[src/rtl/tod_alarm_pkg.sv]
package tod_alarm_pkg;
  localparam int BYTE_W = 8;

  localparam int BIT_WDF = 7;
  localparam int BIT_AF  = 6;
  localparam int BIT_PF  = 5;
  localparam int BIT_OSC = 4;
  localparam int BIT_CAL = 2;

  typedef struct packed {
    logic wdf;
    logic af;
    logic pf;
    logic osc;
    logic zero;
    logic cal;
    logic wen;
    logic ren;
  } status_t;

  // One field matches when ignored or when its 7 BCD bits are equal.
  function automatic logic field_ok(input logic [BYTE_W-1:0] areg,
                                    input logic [BYTE_W-1:0] tval);
    return areg[BYTE_W-1] | (areg[BYTE_W-2:0] == tval[BYTE_W-2:0]);
  endfunction

  // Next value of a sticky read-clear flag: the event beats the clear.
  function automatic logic sticky_next(input logic cur, input logic evt,
                                       input logic clr);
    return evt | (cur & ~clr);
  endfunction
endpackage

[src/rtl/tod_alarm_match.sv]
module tod_alarm_match
  import tod_alarm_pkg::*;
#(
  parameter int NFIELD = 3
) (
  input  logic                     clk,
  input  logic                     rst_n,
  input  logic [NFIELD*BYTE_W-1:0] alarm_flat,
  input  logic [NFIELD*BYTE_W-1:0] time_flat,
  input  logic                     tick_i,
  output logic                     match_o,
  output logic                     event_o
);
  logic [NFIELD-1:0] ok;
  logic              prev_match_q;

  for (genvar g = 0; g < NFIELD; g++) begin : g_field
    assign ok[g] = field_ok(alarm_flat[g*BYTE_W +: BYTE_W],
                            time_flat[g*BYTE_W +: BYTE_W]);
  end

  assign match_o = &ok;
  assign event_o = tick_i & match_o & ~prev_match_q;

  always_ff @(posedge clk or negedge rst_n) begin
    if (!rst_n) begin
      prev_match_q <= 1'b0;
    end else if (tick_i) begin
      prev_match_q <= match_o;
    end
  end
endmodule

[src/rtl/tod_flag_reg.sv]
module tod_flag_reg
  import tod_alarm_pkg::*;
(
  input  logic              clk,
  input  logic              rst_n,
  input  logic              wdog_i,
  input  logic              alarm_i,
  input  logic              pwr_i,
  input  logic              osc_fail_i,
  input  logic              rd_clr_i,
  input  logic              wr_stat_i,
  input  logic [BYTE_W-1:0] wdata_i,
  output status_t           status_o
);
  logic wdf_q, af_q, pf_q, osc_q, cal_q, wen_q, ren_q;

  always_ff @(posedge clk or negedge rst_n) begin
    if (!rst_n) begin
      wdf_q <= 1'b0;
      af_q  <= 1'b0;
      pf_q  <= 1'b0;
      cal_q <= 1'b0;
      wen_q <= 1'b0;
      ren_q <= 1'b0;
    end else begin
      wdf_q <= sticky_next(wdf_q, wdog_i, rd_clr_i);
      af_q  <= sticky_next(af_q, alarm_i, rd_clr_i);
      pf_q  <= sticky_next(pf_q, pwr_i, rd_clr_i);
      if (wr_stat_i) begin
        cal_q <= wdata_i[BIT_CAL];
        wen_q <= wdata_i[1];
        ren_q <= wdata_i[0];
      end
    end
  end

  // Retained flag: deliberately outside the power-up reset.
  always_ff @(posedge clk) begin
    if (osc_fail_i) begin
      osc_q <= 1'b1;
    end else if (wr_stat_i && !wdata_i[BIT_OSC]) begin
      osc_q <= 1'b0;
    end
  end

  always_comb begin
    status_o      = '0;
    status_o.wdf  = wdf_q;
    status_o.af   = af_q;
    status_o.pf   = pf_q;
    status_o.osc  = osc_q;
    status_o.zero = 1'b0;
    status_o.cal  = cal_q;
    status_o.wen  = wen_q;
    status_o.ren  = ren_q;
  end
endmodule

[src/rtl/tod_cal_wave.sv]
module tod_cal_wave (
  input  logic clk,
  input  logic rst_n,
  input  logic en_i,
  input  logic tick_i,
  output logic wave_o
);
  always_ff @(posedge clk or negedge rst_n) begin
    if (!rst_n) begin
      wave_o <= 1'b0;
    end else if (!en_i) begin
      wave_o <= 1'b0;
    end else if (tick_i) begin
      wave_o <= ~wave_o;
    end
  end
endmodule

[src/rtl/tod_alarm_status.sv]
module tod_alarm_status
  import tod_alarm_pkg::*;
#(
  parameter int NFIELD = 3,
  parameter int ADDR_W = $clog2(NFIELD + 1)
) (
  input  logic                     clk,
  input  logic                     rst_n,
  input  logic [NFIELD*BYTE_W-1:0] time_i,
  input  logic                     tick_i,
  input  logic                     wdog_expire_i,
  input  logic                     pwr_fail_i,
  input  logic                     osc_fail_i,
  input  logic                     cal_tick_i,
  input  logic                     wr_en_i,
  input  logic                     rd_en_i,
  input  logic [ADDR_W-1:0]        addr_i,
  input  logic [BYTE_W-1:0]        wdata_i,
  output logic [BYTE_W-1:0]        rdata_o,
  output logic [BYTE_W-1:0]        status_o,
  output logic                     irq_o
);
  localparam logic [ADDR_W-1:0] STAT_ADDR = ADDR_W'(NFIELD);

  logic [NFIELD*BYTE_W-1:0] alarm_flat;
  logic [BYTE_W-1:0]        alarm_q [NFIELD];
  status_t                  status;
  logic                     match_now;
  logic                     alarm_evt;
  logic                     rd_clr;
  logic                     wr_stat;
  logic                     cal_wave;

  assign rd_clr  = rd_en_i & (addr_i == STAT_ADDR);
  assign wr_stat = wr_en_i & (addr_i == STAT_ADDR);

  for (genvar g = 0; g < NFIELD; g++) begin : g_alarm
    always_ff @(posedge clk or negedge rst_n) begin
      if (!rst_n) begin
        alarm_q[g] <= '0;
      end else if (wr_en_i && addr_i == ADDR_W'(g)) begin
        alarm_q[g] <= wdata_i;
      end
    end
    assign alarm_flat[g*BYTE_W +: BYTE_W] = alarm_q[g];
  end

  tod_alarm_match #(.NFIELD(NFIELD)) u_match (
    .clk        (clk),
    .rst_n      (rst_n),
    .alarm_flat (alarm_flat),
    .time_flat  (time_i),
    .tick_i     (tick_i),
    .match_o    (match_now),
    .event_o    (alarm_evt)
  );

  tod_flag_reg u_flags (
    .clk        (clk),
    .rst_n      (rst_n),
    .wdog_i     (wdog_expire_i),
    .alarm_i    (alarm_evt),
    .pwr_i      (pwr_fail_i),
    .osc_fail_i (osc_fail_i),
    .rd_clr_i   (rd_clr),
    .wr_stat_i  (wr_stat),
    .wdata_i    (wdata_i),
    .status_o   (status)
  );

  tod_cal_wave u_wave (
    .clk    (clk),
    .rst_n  (rst_n),
    .en_i   (status.cal),
    .tick_i (cal_tick_i),
    .wave_o (cal_wave)
  );

  always_comb begin
    rdata_o = '0;
    if (addr_i == STAT_ADDR) begin
      rdata_o = status;
    end else begin
      for (int i = 0; i < NFIELD; i++) begin
        if (addr_i == ADDR_W'(i)) rdata_o = alarm_q[i];
      end
    end
  end

  assign status_o = status;
  assign irq_o    = status.cal ? cal_wave : (status.wdf | status.af | status.pf);
endmodule

[config.mk]
export PLATFORM = sky130hd
export DESIGN_NAME = tod_alarm_status
export DESIGN_NICKNAME = d
export VERILOG_FILES = /design/src/rtl/tod_alarm_pkg.sv /design/src/rtl/tod_alarm_match.sv /design/src/rtl/tod_flag_reg.sv /design/src/rtl/tod_cal_wave.sv /design/src/rtl/tod_alarm_status.sv
export SDC_FILE = /design/constraint.sdc
export NUM_CORES = 1
export LEC_CHECK = 0
export ABC_AREA = 0
export BUFFER_PORTS_ARGS = -buffer_cell sky130_fd_sc_hd__buf_2
export CORE_UTILIZATION = 45
export CTS_BUF_LIST = sky130_fd_sc_hd__clkbuf_4
export DETAILED_ROUTE_END_ITERATION = 7
export PLACE_DENSITY = 0.75
export SLEW_MARGIN = 25
export SYNTH_ARGS = -nofsm -noshare
export SYNTH_HDL_FRONTEND = slang
export SYNTH_HIERARCHICAL = 1
export SYNTH_SLANG_ARGS = --single-unit
[constraint.sdc]
create_clock -name clk -period 1.5 [get_ports clk]
set_input_delay 0.075 -clock clk [delete_from_list [all_inputs] [get_ports clk]]
set_output_delay 0.075 -clock clk [all_outputs]
set_load 0.01 [all_outputs]
# --- Word level (Yosys, flattened, before mapping) ---
# Index checks and enable logic that the tools add are counted.
totals:
  reg_bits: 33
  in_bits: 43
  out_inout_bits: 17
  elab_cells: 51
classes:
  eq_ne: 7
  muxes: 7
  n_bitwise: 18
  n_reduce_logical: 7
op_table:
  columns: ["operator", "n"]
  rows:
  - ["two-way mux 8 bit", 4]
  - ["== test 7 bit", 3]
  - ["OR 1 bit", 8]
  - ["bitwise AND 1 bit", 7]
  - ["== test 2 bit (second input constant)", 2]
  - ["logical AND 1 bit", 4]
  - ["two-way mux 1 bit", 3]
  - ["NOT 1 bit", 3]
  - ["AND reduction 3 bit", 1]
  - ["== test 2 x 1 -> 1 bit (second input constant)", 1]
  - ["zero test 2 bit", 1]
  - ["!= test 2 bit (second input constant)", 1]
  - ["zero test 1 bit", 1]

# --- Longest topological paths before layout ---
# Gate-level depths: netlist of run 1.
logic_depth:
  depth_word: 6
  ltp_mapped: 5
  depth_no_buf: 5

# --- Cells and area by module ---
# The synthesis of run 1 kept the hierarchy.
by_module_without_submodules:
  columns: ["module", "n_inst", "cells_per_inst", "area_per_inst_um2", "seq_area_each_um2"]
  rows:
  - ["tod_alarm_status", 1, 66, 1167.4, 600.6]
  - ["tod_flag_reg", 1, 25, 307.8, 170.2]
  - ["tod_alarm_match", 1, 34, 295.3, 25.0]
  - ["tod_cal_wave", 1, 3, 40.0, 25.0]

# --- Least setup slack after synthesis of run 1 ---
# Ideal clock, no wire load.
synth_timing:
  path_kind: "flip-flop to flip-flop"
  start: "reg alarm_q (netlist bit alarm_flat[21])"
  end: "reg u_flags.af_q"
  setup_ns: 0.064
  arrival_ns: 1.344
  required_time_ns: 1.436
  setup_slack_ns: 0.092
  path_stages_with_launch: 6
  n_path_buf: 0
  synth_period_minus_slack_ns: 1.408
  path_cell_list: "dfrtp_1 -> xor2_1 -> nor4_1 -> a41oi_1 -> nor4_1 -> a21o_1"
synth_via:
  elab_chain_len: 6
synth_lines:
  columns: ["element", "line_no", "source"]
  rows:
  - ["start, declared", "tod_alarm_status.sv:26", "logic [BYTE_W-1:0] alarm_q [NFIELD];"]
  - ["start signal, assigned by index", "tod_alarm_status.sv:42", "alarm_q[g] <= wdata_i;"]
  - ["== test 7 bit", "tod_alarm_pkg.sv:24", "return areg[BYTE_W-1] | (areg[BYTE_W-2:0] == tval[BYTE_W-2:0]);"]
  - ["OR 1 bit", "tod_alarm_pkg.sv:24", null]
  - ["AND reduction 3 bit", "tod_alarm_match.sv:22", "assign match_o = &ok;"]
  - ["bitwise AND 1 bit (2 in a row)", "tod_alarm_match.sv:23", "assign event_o = tick_i & match_o & ~prev_match_q;"]
  - ["net alarm_evt", "tod_alarm_status.sv:29", "logic alarm_evt;"]
  - ["OR 1 bit", "tod_alarm_pkg.sv:30", "return evt | (cur & ~clr);"]
  - ["end signal, assigned", "tod_flag_reg.sv:27", "af_q <= sticky_next(af_q, alarm_i, rd_clr_i);"]
  - ["end, declared", "tod_flag_reg.sv:15", "logic wdf_q, af_q, pf_q, osc_q, cal_q, wen_q, ren_q;"]
# The timed path passes the listed nets, and every way through them passes these cells.
# A chain may end at the register's enable or synchronous reset.

# --- Final worst setup path of run 1 ---
layout_timing:
  start: "reg alarm_q (netlist bit alarm_flat[13])"
  end: "reg u_match.prev_match_q"
layout_via:
  elab_chain_len: 3
layout_lines:
  columns: ["element", "line_no", "source"]
  rows:
  - ["== test 7 bit", "tod_alarm_pkg.sv:24", null]
  - ["OR 1 bit", "tod_alarm_pkg.sv:24", null]
  - ["AND reduction 3 bit", "tod_alarm_match.sv:22", null]
  - ["end signal, assigned", "tod_alarm_match.sv:29", "prev_match_q <= match_o;"]
  - ["end, declared", "tod_alarm_match.sv:15", "logic prev_match_q;"]
# Every way passes these cells.

==> reports/qor.csv, run 1 <==
stage,metric,value,unit
sta,Finish-stage setup viols,6,
drt,final WL,4550,µm
logic_synthesis,mapped cell area,1810,µm²
clocking,Root Buffer,clkbuf_4,
sta,f_max,588,MHz
setup_path,Worst R2R Path Depth,5,
die,Die H,65.3,µm
power_and_ir_drop,pwr/cell area,1100,nW/µm²
drt,drt initial violations,54,
global_route,first-pass GRT wire length,6960,µm
worst_hold_path,worst min path class,in2reg,
cells_and_area,"commonest cells after routing, fill and taps aside","49 x buf_2, 31 x dfrtp_1, 24 x mux2_2, 13 x xor2_1, 11 x buf_6",
sta,Final Max Slew Viols,0,
setup_path,reg2reg end,u_match/prev_match_q$_DFFE_PN0P_,
global_route,largest net degree at the start of global routing,33,
clocking,Sink Count,33,
setup_path,worst-path cell chain,xor2_1 > nor4_2 > a41oi_2 > buf_4 > o41ai_2,
logic_synthesis,Mapped Cells,127,
cells_and_area,final net count,245,
setup_path,Crit. End Element,flip-flop,
placed_design,Port-buffer cells,55,
die,die extent in x,65.3,µm
drt,Via density,5.35,
sta,Worst Hold Slack,0.00243,ns
cells_and_area,filler cell count,318,
setup_path,FF-to-FF Start,alarm_flat[13]$_DFFE_PN0P_,
sta,unrepaired setup endpoints after global routing,yes,
global_route,Congestion Overflow GR,0,
logic_synthesis,Syn Area/Cell,14.2,µm²
drt,post-route ant nets,0,
die,full die area,4270,µm²
power_and_ir_drop,Leak Pwr,1.09,nW
power_and_ir_drop,VDD IR-drop max,0.580,mV
sta,Final Hold Viols,0,
cells_and_area,register area,822,µm²
die,Initial Util,48.2,%
global_route,vias in the first global route,1455,
die,I/O Pins,60,
drt,DRT Pass-1 Iters,4,
cells_and_area,"non-filler cells, final",251,
drt,via count,1344,
sta,Relative slew margins,51.4,%
cells_and_area,"commonest non-fill, non-tap cell in the layout",buf_2,
sta,PnR worst setup slack,-0.199,ns
drt,WL per Instance,18.1,µm
sta,worst slew pin tran,0.730,ns
setup_path,startpoint types,flip-flop,
setup_path,Worst EP arrival,1.94,ns
global_route,initial antenna violation count,0,
setup_path,crit path launch,alarm_flat[13]$_DFFE_PN0P_,
cells_and_area,synthesis-to-layout area growth,32.3,%
die,Rows,22,
drt,drc violations,0,
sta,Final period util,113,%
cells_and_area,layout cells sized above 1,60.1,%
setup_path,crit path capture,u_match/prev_match_q$_DFFE_PN0P_,
cells_and_area,multi-input logic area,915,µm²
clocking,CTS Buf Count,5,
cells_and_area,Post-Route Utilization,63.8,%
setup_path,worst-path fanout max,3,
logic_synthesis,syn nets,170,
clocking,Worst-Skew Late Latency,0.34,ns
die,core region area,3740,µm²
sta,crit path time final,1.70,ns
logic_synthesis,YS warnings,6,
placed_design,gpl congestion,0.748,
setup_path,WS Path Type,reg2reg,
setup_path,Critical Path Max Stage Delay,0.43,ns
status,status,finished with violations,
setup_path,reg2reg setup slack,-0.20,ns
power_and_ir_drop,Tot Pwr,0.00263,W
setup_path,Crit-path slowest cell,nor4_2,
placed_design,placed insts,229,
cells_and_area,n_diodes,0,
clocking,H-tree Lvls,2,
setup_path,Worst EP required,1.74,ns
clocking,clock tree buffer depth,2,
placed_design,Post-DP HPWL,3190,µm
clocking,CTS tree,yes,
sta,Clock Skew,0.00694,ns
job,max cap viols,0,
global_route,Tot GR Track Use,22.7,%
status,failing checks,negative setup slack,
clocking,clock-pin slew on the worst setup and hold paths,0.10,ns
==> timing repair <==
item | 4_1_cts | 5_1_grt
hold buffers | 7 | 1
setup buffers | 1 | 5
gates resized for setup | 14 | 11
endpoints found under the hold margin | 39 | 1
pin swaps | 4 | 2
setup endpoints to repair | 7 | 10
==> report_power, final <==
group / total (W) / switching [W] / internal, W
clock: 0.000527 / 0.000287 / 0.000241
combinational: 0.000905 / 0.000376 / 0.000529
sequential: 0.00120 / 0.000145 / 0.00105
==> critical path, delay by kind of cell, from the launching register on <==
kind,cells,cell delay (ns)
simple gates,1,0.43
xor+xnor,1,0.16
compound gates,2,0.41
flops,1,0.42
buf+inv,1,0.18
==> registers in the layout, indices dropped and copies added (netlist names) <==
signal,count
u_wave/wave_o,1
u_flags/pf_q,1
u_flags/af_q,1
u_match/prev_match_q,1
u_flags/wdf_q,1
alarm_flat,24
u_flags/ren_q,1
u_flags/cal_q,1
u_flags/wen_q,1
u_flags/osc_q,1
==> cell type report <==
cell class              instances  area share, %
inverters                       2          0.314
flip-flops and latches         33           34.4
repair buffers                 78           21.9
well taps                      48           2.51
clock buffers                   8           2.51
multi-input cells              82           38.3
==> per-stage QoR <==
step | area, µm² | worst slack (ns) | setup TNS [ns]
after floorplan | 1810 | 0.121 | 0
after global placement | 2130 | -0.0299 | -0.0523
after detailed placement | 2130 | -0.0884 | -0.162
after CTS | 2300 | -0.0643 | -0.275
after global routing | 2390 | -0.204 | -0.778
final | 2390 | -0.199 | -0.527
==> routing by layer <==
layer | vias to the layer above | part of all wire [%] | global-route usage (%)
li1 | 610 | - | -
met1 | 678 | 42 | 27.3
met2 | 50 | 51 | 40.6
met3 | 6 | 5.4 | 5.38
met4 | 0 | 0.94 | 5.71
met5 | - | 0 | 0
==> worst min path at each step <==
stage                     startpoint                   endpoint  slack (ns)  cells past startpoint
after floorplan                rst_n  alarm_flat[0]$_DFFE_PN0P_       -0.22                      0
after global placement         rst_n     u_flags/pf_q$_DFF_PN0_        0.16                      1
after detailed placement       rst_n  u_wave/wave_o$_DFFE_PN0P_        0.16                      1
after CTS                 wdata_i[1]  u_flags/wen_q$_DFFE_PN0P_       0.002                      2
after global routing      wdata_i[0]  u_flags/ren_q$_DFFE_PN0P_      0.0005                      2
final                     wdata_i[2]  u_flags/cal_q$_DFFE_PN0P_       0.002                      2
(Power assumes the default switching activity.)
==> inputs of run 2 (changes only) <==
--- a/config.mk
+++ b/config.mk
@@ -7,10 +7,9 @@
 export LEC_CHECK = 0
 export ABC_AREA = 0
 export BUFFER_PORTS_ARGS = -buffer_cell sky130_fd_sc_hd__buf_2
-export CORE_UTILIZATION = 45
+export CORE_UTILIZATION = 35
 export CTS_BUF_LIST = sky130_fd_sc_hd__clkbuf_4
 export DETAILED_ROUTE_END_ITERATION = 7
-export PLACE_DENSITY = 0.75
 export SLEW_MARGIN = 25
 export SYNTH_ARGS = -nofsm -noshare
 export SYNTH_HDL_FRONTEND = slang
==> run 2 against run 1 <==
The run still ends with negative setup slack left. Clock-buffer cell count is 2 lower. First-iteration DRC count shrank 7.4%. Final cell count up 7.6%. Clock skew rose by 0.0038 ns. Final area about the same. Register-to-register slack gained 0.14 ns. Sequential power about the same. Total power fell by 3.6%. Fmax up 9.1%. Sequential cell count stayed put. Non-clock buffer count is 1 higher. Largest cell class unchanged.
==> reports/qor.csv, run 2 (synthesis gave the netlist of run 1 again) <==
stage,metric,value,unit,change
cells_and_area,synthesis-to-layout area growth,32.2,%,was 32.3%
setup_path,startpoint types,flip-flop,,unchanged
status,failing checks,negative setup slack,,unchanged
global_route,vias in the first global route,1425,,was 1455
job,max cap viols,0,,unchanged
die,Initial Util,37.2,%,was 48.2%
global_route,initial antenna violation count,0,,unchanged
global_route,Congestion Overflow GR,0,,unchanged
global_route,Tot GR Track Use,18.0,%,was 22.7%
setup_path,CP top delay family,simple AND/OR/NAND/NOR gates,,unchanged
clocking,CTS tree,yes,,unchanged
setup_path,FF-to-FF Start,alarm_flat[8]$_DFFE_PN0P_,,was alarm_flat[13]$_DFFE_PN0P_
cells_and_area,Final Cell Area,2390,µm²,about the same
setup_path,Worst EP required,1.79,ns,was 1.74 ns
sta,worst slew pin tran,0.726,ns,was 0.730 ns
die,core region area,4850,µm²,was 3740 µm²
sta,f_max,642,MHz,was 588 MHz
clocking,Sink Count,33,,unchanged
sta,crit path time final,1.56,ns,was 1.70 ns
power_and_ir_drop,pwr/cell area,1060,nW/µm²,was 1100 nW/µm²
setup_path,Worst EP arrival,1.84,ns,was 1.94 ns
worst_hold_path,hold_sp,wdata_i[5],,was wdata_i[2]
drt,drt initial violations,50,,was 54
sta,Clock Skew,0.0108,ns,was 0.00694 ns
setup_path,Crit. End Element,flip-flop,,unchanged
placed_design,Post-DP HPWL,3320,µm,was 3190 µm
power_and_ir_drop,VDD IR-drop max,0.559,mV,was 0.580 mV
placed_design,Port-buffer cells,55,,unchanged
die,I/O Pins,60,,unchanged
placed_design,Setup WS pre-CTS,-0.0902,ns,was -0.0884 ns
setup_path,Crit-path slowest cell,dfrtp_1,,was nor4_2
sta,Final period util,104,%,was 113%
sta,PnR worst setup slack,-0.0576,ns,was -0.199 ns
placed_design,placed cell areas,2150,µm²,was 2130 µm²
status,status,finished with violations,,unchanged
cells_and_area,n_diodes,0,,unchanged
clocking,Root Buffer,clkbuf_4,,unchanged
clocking,CTS Buf Count,5,,unchanged
setup_path,WS Path Type,reg2reg,,unchanged
cells_and_area,"commonest non-fill, non-tap cell in the layout",buf_2,,unchanged
cells_and_area,"commonest cells after routing, fill and taps aside","51 x buf_2, 32 x dfrtp_1, 24 x mux2_2, 13 x xor2_1, 10 x dlygate4sd3_1",,"was 49 x buf_2, 31 x dfrtp_1, 24 x mux2_2, 13 x xor2_1, 11 x buf_6"
worst_hold_path,Hold Path Stages,2,,unchanged
die,Die H,73.8,µm,was 65.3 µm
drt,WL per Instance,16.7,µm,was 18.1 µm
setup_path,Worst R2R Path Depth,6,,was 5
global_route,first-pass GRT wire length,6940,µm,was 6960 µm
sta,Finish-stage setup viols,5,,was 6
clocking,clock-pin slew on the worst setup and hold paths,0.10,ns,about the same
sta,Final Hold Viols,0,,unchanged
cells_and_area,layout cells sized above 1,57.1,%,was 60.1%
drt,post-route ant nets,0,,unchanged
setup_path,worst-path cell chain,xor2_1 > nor4_1 > buf_4 > a41oi_1 > nor4_1 > a21o_1,,was xor2_1 > nor4_2 > a41oi_2 > buf_4 > o41ai_2
clocking,H-tree Lvls,2,,unchanged
global_route,largest net degree at the start of global routing,33,,unchanged
die,die extent in x,73.8,µm,was 65.3 µm
setup_path,WP buf/inv,1,,unchanged
drt,via count,1341,,was 1344
sta,Relative slew margins,51.6,%,was 51.4%
cells_and_area,final net count,246,,was 245
setup_path,worst-path fanout max,2,,was 3
sta,unrepaired setup endpoints after global routing,yes,,unchanged
sta,Final Max Slew Viols,0,,unchanged
drt,drc violations,0,,unchanged
setup_path,Worst path most repeated cell,nor4_1,,
clocking,clock tree buffer depth,2,,unchanged
setup_path,Critical Path Max Stage Delay,0.41,ns,was 0.43 ns
drt,DRT Pass-1 Iters,4,,unchanged
die,full die area,5450,µm²,was 4270 µm²
cells_and_area,filler cell count,463,,was 318
clocking,Worst-Skew Late Latency,0.34,ns,about the same
setup_path,reg2reg end,u_flags/af_q$_DFF_PN0_,,was u_match/prev_match_q$_DFFE_PN0P_
drt,final WL,4500,µm,was 4550 µm
worst_hold_path,Hold Path Sink,alarm_flat[13]$_DFFE_PN0P_,,was u_flags/cal_q$_DFFE_PN0P_
die,Rows,25,,was 22
drt,Via density,4.97,,was 5.35
setup_path,reg2reg setup slack,-0.06,ns,was -0.20 ns
cells_and_area,Largest register FFs,24,,unchanged
placed_design,gpl congestion,0.777,,was 0.748
worst_hold_path,worst min path class,in2reg,,unchanged
power_and_ir_drop,Leak Pwr,1.08,nW,was 1.09 nW
## run 2: worst max path at each step
stage                                          start                endpoint  slack (ns)  cells past startpoint
after floorplan           alarm_flat[21]$_DFFE_PN0P_  u_flags/af_q$_DFF_PN0_        0.12                      5
after global placement    alarm_flat[13]$_DFFE_PN0P_  u_flags/af_q$_DFF_PN0_       -0.04                      6
after detailed placement  alarm_flat[16]$_DFFE_PN0P_  u_flags/af_q$_DFF_PN0_       -0.09                      5
after CTS                  alarm_flat[3]$_DFFE_PN0P_              rdata_o[3]       -0.05                      3
after global routing       alarm_flat[8]$_DFFE_PN0P_  u_flags/af_q$_DFF_PN0_       -0.12                      6
final                      alarm_flat[8]$_DFFE_PN0P_  u_flags/af_q$_DFF_PN0_       -0.06                      6
## run 2: metrics by stage
step | power [W] | util, % | hold WS (ns) | TNS (ns) | instances
2_1_floorplan | 0.00164 | - | -0.221 | 0 | 127
6_report | 0.00253 | 49.2 | 0.0246 | -0.210 | 270
3_3_place_gp | 0.00189 | 44.3 | 0.162 | -0.0399 | 247
3_5_place_dp | 0.00192 | 44.3 | 0.186 | -0.172 | 247
5_1_grt | 0.00267 | 49.2 | 0.00952 | -0.544 | 270
4_1_cts | 0.00250 | 48.4 | 0.00705 | -0.249 | 265
## run 2: power breakdown
group	leakage (nW)	total (W)	switching [W]	internal, W
registers	0.386	0.00119	0.000136	0.00105
logic	0.663	0.000871	0.000360	0.000511
clock network	0.0292	0.000475	0.000287	0.000188
total	1.08	0.00253	0.000783	0.00175
## run 2: area by class of cell
cell class,instances,area (µm²),area share (%)
Multi-Input combinational cell,82,902,37.8
Clock buffer,6,45.0,1.89
Timing Repair Buffer,79,524,22.0
Inverter,2,7.51,0.314
Sequential cell,33,821,34.4
Clock inverter,1,3.75,0.157
Tap cell,67,83.8,3.51
## run 2: worst register-to-register path, stage by stage, from the launching register on
cell and delay (ns):
dfrtp_1 0.41, xor2_1 0.16, nor4_1 0.26, buf_4 0.15, a41oi_1 0.19, nor4_1 0.22, a21o_1 0.12
## run 2: repair_timing
item / in CTS / in global routing
hold buffers: 10 / 0
setup endpoints to repair: 7 / 10
buffers inserted: 1 / 5
endpoints found under the hold margin: 45 / 0
pin swaps: 4 / 1
resized for setup: 15 / 5
## run 2: per-layer routing
metal | part of all wire (%) | global-route usage [%] | vias to the layer above
met2 | 51 | 30.0 | 55
met1 | 39 | 20.9 | 657
met3 | 7.1 | 4.53 | 12
li1 | - | - | 617
met4 | 2.6 | 10.3 | 0
met5 | 0 | 0 | -
